==> config.mk <==
export PLATFORM = sky130hd
export DESIGN_NAME = sap_filter
export DESIGN_NICKNAME = d
export VERILOG_FILES = /design/src/rtl/sapf_pkg.sv /design/src/rtl/sapf_match.sv /design/src/rtl/sapf_policy.sv /design/src/rtl/sapf_outreg.sv /design/src/rtl/sap_filter.sv
export SDC_FILE = /design/constraint.sdc
export NUM_CORES = 1
export LEC_CHECK = 0
export BUFFER_PORTS_ARGS = -buffer_cell sky130_fd_sc_hd__buf_2
export CORE_AREA = 2 2 39 41
export CTS_BUF_LIST = sky130_fd_sc_hd__clkbuf_8
export DETAILED_ROUTE_END_ITERATION = 6
export DIE_AREA = 0 0 41 43
export GPL_TIMING_DRIVEN = 0
export PLACE_DENSITY = 0.37
export SLEW_MARGIN = 0
export SYNTH_ARGS = -nofsm -noshare
export SYNTH_HDL_FRONTEND = slang
export SYNTH_SLANG_ARGS = --single-unit
==> constraint.sdc <==
create_clock -name clk -period 2.8 [get_ports clk]
set_clock_uncertainty 0.15 [all_clocks]
set_input_delay 0.14 -clock clk [delete_from_list [all_inputs] [get_ports clk]]
set_output_delay 0.14 -clock clk [all_outputs]
set_load 0.03 [all_outputs]
==> src/rtl/sapf_pkg.sv <==
package sapf_pkg;

  // Control bits captured alongside each header.
  typedef struct packed {
    logic polarity;
    logic sel_grp;
    logic sel_sig;
  } sapf_ctl_t;

  localparam int unsigned NUM_REF = 3;
  localparam int unsigned IDX_SIG = 0;
  localparam int unsigned IDX_PKT = 1;
  localparam int unsigned IDX_GRP = 2;

  // Which reference addresses take part in the selected set.
  function automatic logic [NUM_REF-1:0] sel_mask(input sapf_ctl_t c);
    logic [NUM_REF-1:0] m;
    m          = '0;
    m[IDX_SIG] = c.sel_sig;
    m[IDX_PKT] = c.sel_sig | c.sel_grp;
    m[IDX_GRP] = c.sel_grp;
    return m;
  endfunction

endpackage

==> src/rtl/sapf_match.sv <==
module sapf_match #(
  parameter int unsigned ADDR_W   = 6,
  parameter int unsigned SIG_ADDR = 0,
  parameter int unsigned PKT_ADDR = 16,
  parameter int unsigned GRP_ADDR = 63
) (
  input  logic [ADDR_W-1:0]             addr,
  output logic [sapf_pkg::NUM_REF-1:0]  hit
);
  import sapf_pkg::*;

  function automatic logic [ADDR_W-1:0] ref_of(input int unsigned idx);
    case (idx)
      IDX_SIG: return ADDR_W'(SIG_ADDR);
      IDX_PKT: return ADDR_W'(PKT_ADDR);
      default: return ADDR_W'(GRP_ADDR);
    endcase
  endfunction

  for (genvar i = 0; i < NUM_REF; i++) begin : g_cmp
    localparam logic [ADDR_W-1:0] REF = ref_of(i);
    assign hit[i] = (addr == REF);
  end

endmodule

==> src/rtl/sapf_policy.sv <==
module sapf_policy (
  input  sapf_pkg::sapf_ctl_t           ctl,
  input  logic [sapf_pkg::NUM_REF-1:0]  hit,
  output logic                          accept
);
  import sapf_pkg::*;

  logic [NUM_REF-1:0] sel;
  logic               in_set;

  always_comb begin
    sel    = sel_mask(ctl);
    in_set = |(sel & hit);
    accept = ctl.polarity ? in_set : ~in_set;
  end

endmodule

==> src/rtl/sapf_outreg.sv <==
module sapf_outreg (
  input  logic clk,
  input  logic rst_n,
  input  logic in_valid,
  output logic in_ready,
  input  logic in_accept,
  output logic out_valid,
  input  logic out_ready,
  output logic out_accept
);

  assign in_ready = ~out_valid | out_ready;

  always_ff @(posedge clk or negedge rst_n) begin
    if (!rst_n) begin
      out_valid  <= 1'b0;
      out_accept <= 1'b0;
    end else if (in_valid && in_ready) begin
      out_valid  <= 1'b1;
      out_accept <= in_accept;
    end else if (out_ready) begin
      out_valid  <= 1'b0;
    end
  end

endmodule

==> src/rtl/sap_filter.sv <==
module sap_filter #(
  parameter int unsigned ADDR_W   = 6,
  parameter int unsigned SIG_ADDR = 0,
  parameter int unsigned PKT_ADDR = 16,
  parameter int unsigned GRP_ADDR = 63
) (
  input  logic              clk,
  input  logic              rst_n,
  input  logic              hdr_valid,
  output logic              hdr_ready,
  input  logic [ADDR_W-1:0] hdr_sap,
  input  logic              ctl_polarity,
  input  logic              ctl_sel_grp,
  input  logic              ctl_sel_sig,
  output logic              verdict_valid,
  input  logic              verdict_ready,
  output logic              verdict_accept
);
  import sapf_pkg::*;

  sapf_ctl_t          ctl;
  logic [NUM_REF-1:0] hit;
  logic               accept_now;

  assign ctl = '{polarity: ctl_polarity, sel_grp: ctl_sel_grp, sel_sig: ctl_sel_sig};

  sapf_match #(
    .ADDR_W(ADDR_W), .SIG_ADDR(SIG_ADDR), .PKT_ADDR(PKT_ADDR), .GRP_ADDR(GRP_ADDR)
  ) u_match (
    .addr (hdr_sap),
    .hit  (hit)
  );

  sapf_policy u_policy (
    .ctl    (ctl),
    .hit    (hit),
    .accept (accept_now)
  );

  sapf_outreg u_out (
    .clk        (clk),
    .rst_n      (rst_n),
    .in_valid   (hdr_valid),
    .in_ready   (hdr_ready),
    .in_accept  (accept_now),
    .out_valid  (verdict_valid),
    .out_ready  (verdict_ready),
    .out_accept (verdict_accept)
  );

endmodule

==> flow_results.org, run 1 <==
** Detailed routing
- Per-cell via count in the routed design :: 3.59
- For this block, the via count after detailed routing is 183.
- In the routed design, unresolved DRC markers number 0.
- First drt pass iteration count :: 1
- Dividing the detail-routed wire length by the instance count gives 8.43 µm.
- Wires add up to 430 µm.
- In this run, the number of DRC markers left after iteration 0 of detailed routing was 0.
- The detail route stage leaves a number of antenna-violating nets equal to 0.

** Floorplan
- Chip height :: 43 µm
- In this run the horizontal extent of the chip is 41 µm.
- Effective utilization at floorplan :: 9.86%
- In this run the count of I/O pins placed on the die edge is 16.
- Count of standard-cell rows :: 14
- Total Die Area :: 1760 µm²
- The core region is 1380 µm².

** Clock network
- Hold_buf cts :: 2
- Buffers added to address setup during post-CTS repair amount to 0.
- Clock tree synthesis found a total of 2 sinks.
- Post-cts gate resize count :: 0
- The number of clock buffers added by TritonCTS is 3.
- Clock tree from TritonCTS :: built
- Buffer cell driving the clock tree root :: clkbuf_8
- Counting along the longest clock path gives a buffer depth of 2.
- Skew-Pair Late Insertion Delay :: 0.21 ns
- CTS built an H-tree with a depth of 1.
- Clock transition at the register clock pins on the worst setup and hold paths after CTS :: 0.03 ns

** Final layout
- The repair_antennas step left the layout with diodes totalling 0.
- The final layout contains 50 nets.
- Share of layout cells above drive strength 1 :: 57.1%
- The area growth from synthesis to layout is 115%.
- After filler insertion, the fill cell instance count of the layout stands at 156.
- Final Instance Area :: 293 µm²

** Synth
- Largest cells by area after synthesis :: dfrtp_1, nand2b_1, o31ai_2
- The synthesized design devotes to its leading area cell type 36.7% of total area.
- The number of nets handed over by synthesis was 28.
- Biggest area consumer among synthesized cells :: dfrtp_1
- Number of flip-flops and latches in the synthesized netlist :: 2
- By instance count, the leading cell after synthesis is nand2_1.
- Each instance of the synthesized netlist takes up on average 9.09 µm².
- After synthesis, the share of flip-flops with an asynchronous set or reset is 100%.
- Number of standard cells after synthesis :: 15
- After synthesis, the largest family of logic cells by area is simple AND/OR/NAND/NOR gates.
- The synthesized netlist occupies a cell area of 136 µm².
- The synthesized netlist devotes 34.9% of its cell area to simple gates.
- In the synthesized netlist, the cells that appear most often are nand2_1, dfrtp_1, nand2b_1.
- Of the total synthesized cell area, the portion taken by full adders, half adders and majority gates is 0%.
- The portion of synthesized area spent on multiplexers is 7.34%.
- In this run, synthesis inferred 0 flip-flops with an integrated enable.
- Summing the areas of all xor and xnor instances in the mapped netlist gives 0% of the synthesized area.
- Sequential element share of the synthesized area :: 36.7%
- Most instantiated flip-flop cell in the synthesis netlist :: dfrtp_1
- Yosys cell types :: 11
- Warnings, synthesis :: 0
- The synthesized netlist devotes 18.3% of its cell area to compound gates.

** GRT
- Overall overflow remaining after global route :: 0
- Initial antenna violation count :: 0
- Global routing consumed, over all layers together, 6.61% of the routing resources.
- The first global-routing pass estimated 621 µm of wire.
- The via count of the first global-routing pass is 165.
- Entering global routing, the biggest net connects 4 pins.

** Timing
- In the finished design, the share of the clock period the worst path needs comes to 44.4%.
- Final worst path period need :: 1.24 ns
- Final slew viol count :: 0
- Max-Slew Margin vs Limit :: 85.3%
- Setup violations remaining at the end of the flow were counted as 0.
- Fmax :: 805 MHz
- The count of endpoints failing hold in the final timing report was 0.
- Hold is met by 0.0947 ns.
- For the pin with the worst max-slew slack, the measured transition is 0.218 ns.
- Unrepaired setup endpoints after global routing :: no
- For the final routed database, the setup TNS stands at 0 ns.

** Hold path
- Hold-critical path endpoint :: u_out.out_valid
- Class of the worst hold path :: input port to flop
- Number of stages on the worst hold path :: 3
- The startpoint identified for the worst hold timing path is verdict_ready.

** Place
- Routability-driven placement finished with a final weighted congestion of 0.606.
- The count of buffers added on input and output ports is 15.
- Placement-stage cell area :: 231 µm²

** Setup path
- Crit Path Max Fanout :: 2
- Slowest Stage Delay on Critical Path :: 0.50 ns
- Register-to-register setup slack :: 1.77 ns
- Capture point of the worst reg-to-reg path :: u_out.out_accept
- STA puts the critical path data required time at 2.77 ns.
- Signal arrival time at the worst endpoint :: 1.21 ns
- Highest-delay cell along the critical path :: or4_1
- The worst setup path is captured at a flop.
- Startpoint class of the critical path :: input port
- Traced cell by cell, the critical path runs through buf_2 -> or4_1 -> mux2i_1 -> a21boi_1 -> o31ai_2.
- The worst register-to-register path begins at u_out.out_valid.
- The critical path is of the input port to flop type.
- The worst register-to-register path has a depth of 3.

** Flow run
- Maximum Capacitance Violations :: 0

** Power and ir drop
- Static leakage :: 0.000152 µW
- Overall Power :: 180 µW
- IR analysis of the VDD net gives a maximum drop of 0.000118 V.
- Dividing total power by cell area gives a power density of 614 nW/µm².

** Outcome
- Status :: complete, no violations
==> flip-flops by register name, indices dropped and copies added, names as in the netlist <==
signal / count
u_out.out_accept: 1
u_out.out_valid: 1
==> layout make-up <==
cell class | instances | area, µm² | share of cell area, %
inverters | 1 | 3.75 | 1.28
well taps | 16 | 20.0 | 6.84
repair buffers | 17 | 95.1 | 32.5
flip-flops and latches | 2 | 50.0 | 17.1
multi-input cells | 12 | 82.6 | 28.2
clock buffers | 3 | 41.3 | 14.1
==> through the flow <==
| stage | utilization, % | cells | worst slack [ns] |
|---|---|---|---|
| 6_report | 21.2 | 51 | 1.56 |
| 5_1_grt | 21.2 | 51 | 1.52 |
| 4_1_cts | 21.2 | 51 | 1.56 |
| 3_5_place_dp | 16.7 | 46 | 1.33 |
| 3_3_place_gp | 16.7 | 46 | 1.34 |
| 2_1_floorplan | - | 15 | 1.40 |
==> critical path: cells and delay by family <==
kind | cells | cell delay (ns)
AO/OA/AOI/OAI | 2 | 0.31
multiplexers | 1 | 0.16
buffers and inverters | 1 | 0.10
AND/OR/NAND/NOR | 1 | 0.50
==> power breakdown <==
| part | internal (µW) | switching [µW] | total (µW) | leakage, µW |
|---|---|---|---|---|
| combinational | 15.1 | 17.8 | 32.9 | 0.000107 |
| clock | 90.9 | 22.5 | 113 | 0.0000216 |
| sequential | 32.1 | 1.28 | 33.4 | 0.0000230 |
| total | 138 | 41.6 | 180 | 0.000152 |
==> cell usage in the layout, fill, tap and decap left out, types with 2 or more instances in the layout <==
master         instances
buf_2                 15
clkbuf_8               3
dfrtp_1                2
dlygate4sd3_1          2
nand2_1                3
nand2b_1               2
==> logic make-up (layout without fill, tap and decap cells) <==
group           Yosys count  count (layout)
simple gates              8               8
buf+inv                   1              21
flops                     2               2
mux                       1               1
compound gates            3               3
==> metal layers <==
layer / up-vias / global-route usage [%] / routed length, µm
met2: 18 / 6.25 / 129
met1: 69 / 6.71 / 201
li1: 94 / - / -
met3: 2 / 5.24 / 84
met4: 0 / 10.0 / 14
met5: - / 0 / 0
==> how the worst max path moves through the flow <==
stage,start,slack [ns],to
finish,hdr_sap[1],1.56,u_out.out_accept
global route,hdr_sap[1],1.52,u_out.out_accept
CTS,hdr_sap[1],1.56,u_out.out_accept
detailed placement,hdr_sap[1],1.33,u_out.out_accept
global placement,hdr_sap[1],1.34,u_out.out_accept
floorplan,u_out.out_valid,1.40,u_out.out_accept
Power figures use the tool's default switching activity.
==> run 2, diff against run 1 <==
- ABC_AREA: default -> 1
- PLACE_DENSITY: 0.37 -> 0.41
- clock period: 2.8 -> 1.1 ns (I/O delays scaled with it)
==> flow_results.org, run 2 <==
** Clock network
- Clock tree from TritonCTS :: built
- In this run the number of H-tree levels came out at 1.
- Number of buffers added by the clock tree synthesis step :: 3
- Skew-Pair Late Insertion Delay :: 0.21 ns
- No sink is reached through more buffers than the 2 on the longest clock path.
- Clock transition at the register clock pins on the worst setup and hold paths after CTS :: 0.03 ns
- CTS placed an instance of clkbuf_8 at the clock tree root.
- For this design, the sink count on the clock tree is 2.
- Hold_buf cts :: 2

** Synth
- The Yosys step of the flow raised 0 warnings.
- Most instantiated flip-flop cell in the synthesis netlist :: dfrtp_1
- Number of standard cells after synthesis :: 32
- Sequential element share of the synthesized area :: 28.8%
- Biggest area consumer among synthesized cells :: dfrtp_1
- Largest cells by area after synthesis :: dfrtp_1, nand2_1, inv_1
- Number of flip-flops and latches in the synthesized netlist :: 2
- By count the netlist is led by nand2_1, inv_1, nor2_1, nand3_1.
- After synthesis, the share of flip-flops with an asynchronous set or reset is 100%.
- The cell area that synthesis handed to floorplanning was 174 µm².
- In this run the biggest area consumer among cell types represents 28.8% of the synthesized area.
- Yosys cell types :: 9
- Number of flops mapped to enable cells by yosys :: 0
- Mean instance size in the synthesized netlist :: 5.43 µm²
- Synthesized netlist net count :: 45
- Leading cell type by number of instances after synthesis :: nand2_1

** Final layout
- Cell Count, Final, Fillers Out :: 69
- From synthesis to final layout, the design area changed by 98.6%.
- For this run, the post-layout net count is 67.
- In the layout the commonest cells are buf_2, nand2_1, inv_1.
- Share of layout cells above drive strength 1 :: 37.7%
- Largest registers in the final layout :: u_out.out_accept x1, u_out.out_valid x1
- Cells fill 25.0% of the core in the end.
- Summing all flip-flop and latch instances after layout gives 51.3 µm².
- Leaving out fill and tap cells, the most frequent cell in the layout is buf_2.
- Summing all multi-input logic gate instances after layout gives 105 µm².
- The filler cells instantiated in the layout total 172.
- The number of antenna diodes in the final layout is 0.

** Setup path
- Together, buffers and inverters on the worst path number 1.
- The cell family contributing the most delay on the critical path is flip-flops.
- For this design, the slowest cell found on the critical path is dfrtp_2.
- The number of cells on the worst reg-to-reg path is 5.
- Slowest Stage Delay on Critical Path :: 0.41 ns
- Required time at the worst-slack endpoint :: 0.89 ns
- Crit path depth :: 2
- Register-to-register setup slack :: 0.14 ns
- Worst path cell trace :: nand2_4 -> buf_4
- In this run the worst path has a maximum fanout of 3.
- Category of the worst setup path capture point :: primary output
- Data on the critical path arrives at its endpoint at 0.84 ns.
- Startpoint class of the critical path :: flop
- The critical path is of the flop to primary output type.

** Timing
- Adding up every negative setup slack in the final design gives 0 ns.
- Timing would allow up to 956 MHz.
- Final slew viol count :: 0
- Headroom to the max-slew limit came out at 89.6%.
- Setup repair after global routing left no endpoint under its margin.
- Final worst path period need :: 1.05 ns
- Tcrit/Tclk final :: 95.1%
- At the pin with the least slew margin, the transition time is 0.157 ns.
- Setup violations remaining at the end of the flow were counted as 0.
- Hold Fails Final Rpt :: 1
- Hold Slack :: -0.0346 ns

** Power and ir drop
- Across the VDD grid, the largest voltage drop is 0.000541 V.
- Power spread over the standard cell area amounts to 1420 nW/µm².
- For this design the static power due to leakage is 0.000206 µW.

** Floorplan
- The region available for standard cell placement spans 1380 µm².
- Once the floorplan was initialized, standard cells occupied 12.6% of the core.
- The floorplan step set the die height to 43 µm.
- Die outline width :: 41 µm
- During I/O placement, the number of pins put on the boundary was 16.
- The floorplan has 14 rows.
- Total Die Area :: 1760 µm²

** Place
- Buffers added on ports :: 15
- Routability-driven placement finished with a final weighted congestion of 0.749.
- Dpl cells :: 63
- Total half-perimeter wirelength after legalization and detailed placement :: 384 µm

** GRT
- The via count of the first global-routing pass came to 212.
- The initial antenna violation count was 0.
- Overall overflow remaining after global route :: 0
- Across every metal layer, demand over resource in global routing totals 6.33%.
- Entering global routing, the biggest net connects 6 pins.
- The first global-routing pass estimated 724 µm of wire.

** Outcome
- Status :: finished, violations left
- The final reports fail on hold timing.

** Detailed routing
- In the routed layout, each cell is associated on average with a via count of 3.48.
- Wire length per cell after detailed routing :: 6.45 µm
- The routed layout has 240 vias.
- Remaining antenna violation count :: 0
- Number of violations reported at the end of detailed-routing iteration 0 :: 0
- For this run, the detailed router's first-pass iteration total came to 1.
- For this block, the routed nets add up to 445 µm of wire.
- In the routed design, unresolved DRC markers number 0.

** Hold path
- Number of stages on the worst hold path :: 4
- Class of the worst hold path :: input port to flop

** Flow run
- Maximum Capacitance Violations :: 0
[run 2: routing by layer]
| layer | GRT usage (%) | routed length (µm) | up-vias |
|---|---|---|---|
| met5 | 0 | 0 | - |
| met4 | 4.00 | 0 | 0 |
| met3 | 3.14 | 28 | 0 |
| met2 | 9.38 | 238 | 5 |
| met1 | 6.75 | 178 | 96 |
| li1 | - | - | 139 |
[run 2: repair_timing]
| action | in CTS | in global routing |
|---|---|---|
| buffers inserted | 0 | 0 |
| endpoints found under the setup margin | 0 | 1 |
| resized for setup | 0 | 2 |
| hold endpoints to repair | 3 | 1 |
[run 2: layout make-up]
cell class | instances | share of cell area, %
clock inverter | 1 | 1.09
tap | 16 | 5.80
multi-input combinational | 23 | 30.4
inverter | 7 | 7.61
sequential | 2 | 14.9
timing repair buffer | 17 | 28.3
clock buffer | 3 | 12.0
[run 2: cell families after synthesis]
family / Yosys count / synth area share (%)
AOI/OAI and AO/OA: 2 / 5.75
DFF: 2 / 28.8
and+or+nand+nor: 21 / 50.4
buffers and inverters: 7 / 15.1
[run 2: worst paths after layout]
| kind | startpoint | to |
|---|---|---|
| min in group asynchronous | rst_n | u_out.out_valid |
| max in group asynchronous | rst_n | u_out.out_valid |
| max reg2reg | u_out.out_valid | u_out.out_accept |
| max | u_out.out_valid | hdr_ready |
| min reg2reg | u_out.out_accept | u_out.out_accept |
| min | verdict_ready | u_out.out_valid |
[run 2: worst reg2reg max path: stages (launching register included)]
cell and delay, ns:
dfrtp_2 0.41, nand2_4 0.07, nand2_1 0.07, inv_1 0.06
nand3_1 0.07, nand2_1 0.06
[run 2: metrics by stage]
step,worst slack [ns],area (µm²),total power (µW)
floorplan,0.00864,183,150
global placement,0.145,278,194
detailed placement,0.143,278,194
CTS,0.0143,343,497
global route,0.0195,345,529
finish,0.0543,345,491
[run 2: report_power, final]
| group | switching (µW) | internal [µW] |
|---|---|---|
| registers | 5.80 | 84.4 |
| clock network | 56.5 | 236 |
| logic | 63.2 | 44.9 |
==> run 3, diff against run 2 <==
- CELL_PAD_IN_SITES_DETAIL_PLACEMENT: default -> 0
- CELL_PAD_IN_SITES_GLOBAL_PLACEMENT: default -> 2
- CORE_AREA: 2 2 39 41 -> default
- CORE_MARGIN: default -> 2
- CORE_UTILIZATION: default -> 13
- DIE_AREA: 0 0 41 43 -> default
- PLACE_DENSITY: 0.41 -> 0.75
- SYNTH_HIERARCHICAL: default -> 1
==> flow_results.org, run 3 <==
** Outcome
- Status :: finished, violations left
- Failing checks :: hold timing

** Synth
- Most instantiated flip-flop cell in the synthesis netlist :: dfrtp_1
- Counting every net in the synthesized netlist gives 44.
- Async S/R FF share, synth :: 100%
- Fraction of post-synthesis cell area in the top cell type by area :: 28.6%
- Largest cells by area after synthesis :: dfrtp_1, nand2_1, inv_1
- Number of flops mapped to enable cells by yosys :: 0
- Post-synthesis instance area :: 175 µm²
- In this run the mean area of a mapped cell was 5.65 µm².
- Sequential element share of the synthesized area :: 28.6%
- Yosys cell types :: 9
- In the post-synthesis netlist, the cell with the most instances is nand2_1.
- The largest total area in the synthesized netlist belongs to dfrtp_1.
- Number of flip-flops and latches in the synthesized netlist :: 2
- Ranking of synthesized cells by instance count :: nand2_1, inv_1, nor2_1
- Number of standard cells after synthesis :: 31
- Warnings, synthesis :: 6

** Floorplan
- Number of top-level design ports :: 16
- Once the floorplan was initialized, standard cells occupied 13.6% of the core.
- In this run the vertical extent of the chip is 40.7 µm.
- The floorplan step defined a die boundary enclosing 1660 µm².
- After floorplanning, the core was divided into 13 placement rows.
- The core region is 1280 µm².
- In this run the horizontal extent of the chip is 40.7 µm.

** Clock network
- Number of clock sinks seen by CTS :: 2
- Number of setup buffers added after CTS :: 0
- Hold_buf cts :: 2
- Buffer cell driving the clock tree root :: clkbuf_8
- Maximum root-to-sink buffer count :: 2
- Clock transition at the register clock pins on the worst setup and hold paths after CTS :: 0.03 ns
- CTS built an H-tree with a depth of 1.
- Skew-Pair Late Insertion Delay :: 0.21 ns
- TritonCTS built the clock tree.
- Counting the buffers created by CTS gives 3.

** Timing
- In the finished design, the share of the clock period the worst path needs comes to 96.8%.
- The worst pin sits at a relative slew slack of 88.7%.
- Setup violations remaining at the end of the flow were counted as 0.
- Final slew viol count :: 0
- Final worst path period need :: 1.07 ns
- Fmax :: 939 MHz
- Hold Slack :: -0.0193 ns
- The count of endpoints failing hold in the final timing report is 1.
- Setup repair after global routing left no endpoint under its margin.
- Post-layout worst setup margin :: 0.0349 ns
- Slew at the pin closest to its max-slew limit :: 0.169 ns

** Setup path
- The endpoint identified for the worst register-to-register timing path is u_out/out_accept.
- Register-to-Register Path Depth :: 4
- Required time at the worst-slack endpoint :: 0.89 ns
- Critical Path Start :: u_out/out_valid
- Register-to-register setup slack :: 0.20 ns
- STA classifies the critical path startpoint as a flop.
- The critical path ends at hdr_ready.
- In this run the worst path has a maximum fanout of 4.
- STA classifies the critical path endpoint as a primary output.
- Crit Reg-Reg Startpoint :: u_out/out_valid
- Signal arrival time at the worst endpoint :: 0.86 ns
- The worst setup path is of the flop to primary output kind.

** Detailed routing
- Dividing the detail-routed wire length by the instance count gives 6.45 µm.
- Routed wire length :: 432 µm
- First drt pass iteration count :: 2
- Once detail routing completed, the nets flagged for antenna violations numbered 0.
- Number of violations reported at the end of detailed-routing iteration 0 :: 1
- # DRC :: 0
- Total number of vias :: 248
- Using the TritonRoute via totals, the vias-per-cell ratio works out to 3.70.

** GRT
- Global routing finished with a remaining overflow of 0.
- In the global route stage, overall resource usage came out at 6.74%.
- The first global-routing pass estimated 676 µm of wire.
- Via count of the first global-routing pass :: 214
- Pin count of the biggest net entering global routing :: 5
- The initial antenna violation count was 0.

** Power and ir drop
- IR analysis of the VDD net gives a maximum drop of 0.000290 V.
- Static leakage :: 0.000209 µW
- In this run the power density over the cells is 1420 nW/µm².

** Final layout
- Area taken by multi-input logic gates :: 111 µm²
- The area growth from synthesis to layout is 95.7%.
- For this run, the share of the core covered by cells in the final layout is 26.7%.
- Largest registers in the final layout :: u_out/out_accept x1, u_out/out_valid x1
- Final Instance Area :: 343 µm²
- After the last flow step, the layout net total stands at 66.
- Flip-flop and latch area :: 51.3 µm²
- Cell Count, Final, Fillers Out :: 67
- Diodes inserted :: 0
- Counting the fill cells in the layout gives 144.
- The library cell used most frequently in the layout, excluding fill and tap cells, is buf_2.
- In the layout the commonest cells are buf_2, nand2_1, inv_1.
- Share of layout cells above drive strength 1 :: 42.3%

** Place
- Setup Slack @ Placement :: -0.0451 ns
- At the end of routability-driven placement, the weighted congestion stood at 0.554.
- Total half-perimeter wirelength after legalization and detailed placement :: 371 µm
- Dpl cells :: 61
- Placement-stage cell area :: 275 µm²
- During placement, the flow inserted port buffers numbering 15.

** Hold path
- The min-delay analysis places its worst path in the category input port to flop.

** Flow run
- Maximum Capacitance Violations :: 0
==> run 3: cell count changes in the layout (fill, tap and decap cells not counted), sizes merged <==
cell	previous run	this run
nand2	12	14
nor2	4	5
nand4	2	0
or2	0	1
inv	7	6
nand3	3	2
clkinv	1	0
==> run 3: per-layer routing <==
layer | part of all wire (%) | GRT usage [%] | up-vias
li1 | - | - | 133
met4 | 0 | 7.50 | 0
met3 | 11 | 3.26 | 0
met2 | 44 | 11.1 | 13
met1 | 44 | 5.48 | 102
met5 | 0 | 0 | -
==> run 3: report_power, final <==
| part | internal (µW) | switching, µW | total (µW) |
|---|---|---|---|
| combinational | 43.9 | 58.9 | 103 |
| sequential | 84.3 | 6.51 | 90.8 |
| clock | 236 | 58.5 | 295 |
==> run 3: worst min-delay path by stage <==
stage / startpoint / to / slack [ns] / depth (start not counted)
floorplan: rst_n / u_out/out_accept / -0.39 / 0
global placement: rst_n / u_out/out_accept / -0.31 / 1
finish: verdict_ready / u_out/out_valid / -0.02 / 4
detailed placement: rst_n / u_out/out_accept / -0.31 / 1
CTS: verdict_ready / u_out/out_valid / -0.02 / 4
global route: verdict_ready / u_out/out_valid / -0.002 / 4
==> run 3: what timing repair did <==
item,in CTS,in global routing
endpoints found under the hold margin,4,1
endpoints found under the setup margin,1,0
gates resized for setup,1,0
==> run 3: cells by family (layout without fill, tap and decap cells) <==
kind of cell | Yosys count | in the layout | synth area share [%]
AOI/OAI and AO/OA | 2 | 2 | 7.86
buffers and inverters | 5 | 26 | 10.7
DFF | 2 | 2 | 28.6
and+or+nand+nor | 22 | 22 | 52.9
==> run 3: critical path, stage by stage (launching register included) <==
cell and delay (ns):
dfrtp_2 0.40, nand2_4 0.09, buf_4 0.16
==> run 3: stage by stage <==
stage	total power [µW]	TNS [ns]
global route	517	0
floorplan	146	0
global placement	187	-0.0339
detailed placement	188	-0.0451
CTS	497	0
finish	488	0
==> run 3: area by class of cell <==
cell class,count,area share [%]
Sequential cell,2,15.0
Timing Repair Buffer,17,28.5
Clock buffer,3,12.0
Tap cell,15,5.47
Inverter,5,5.47
Multi-Input combinational cell,24,32.5
Clock inverter,1,1.09
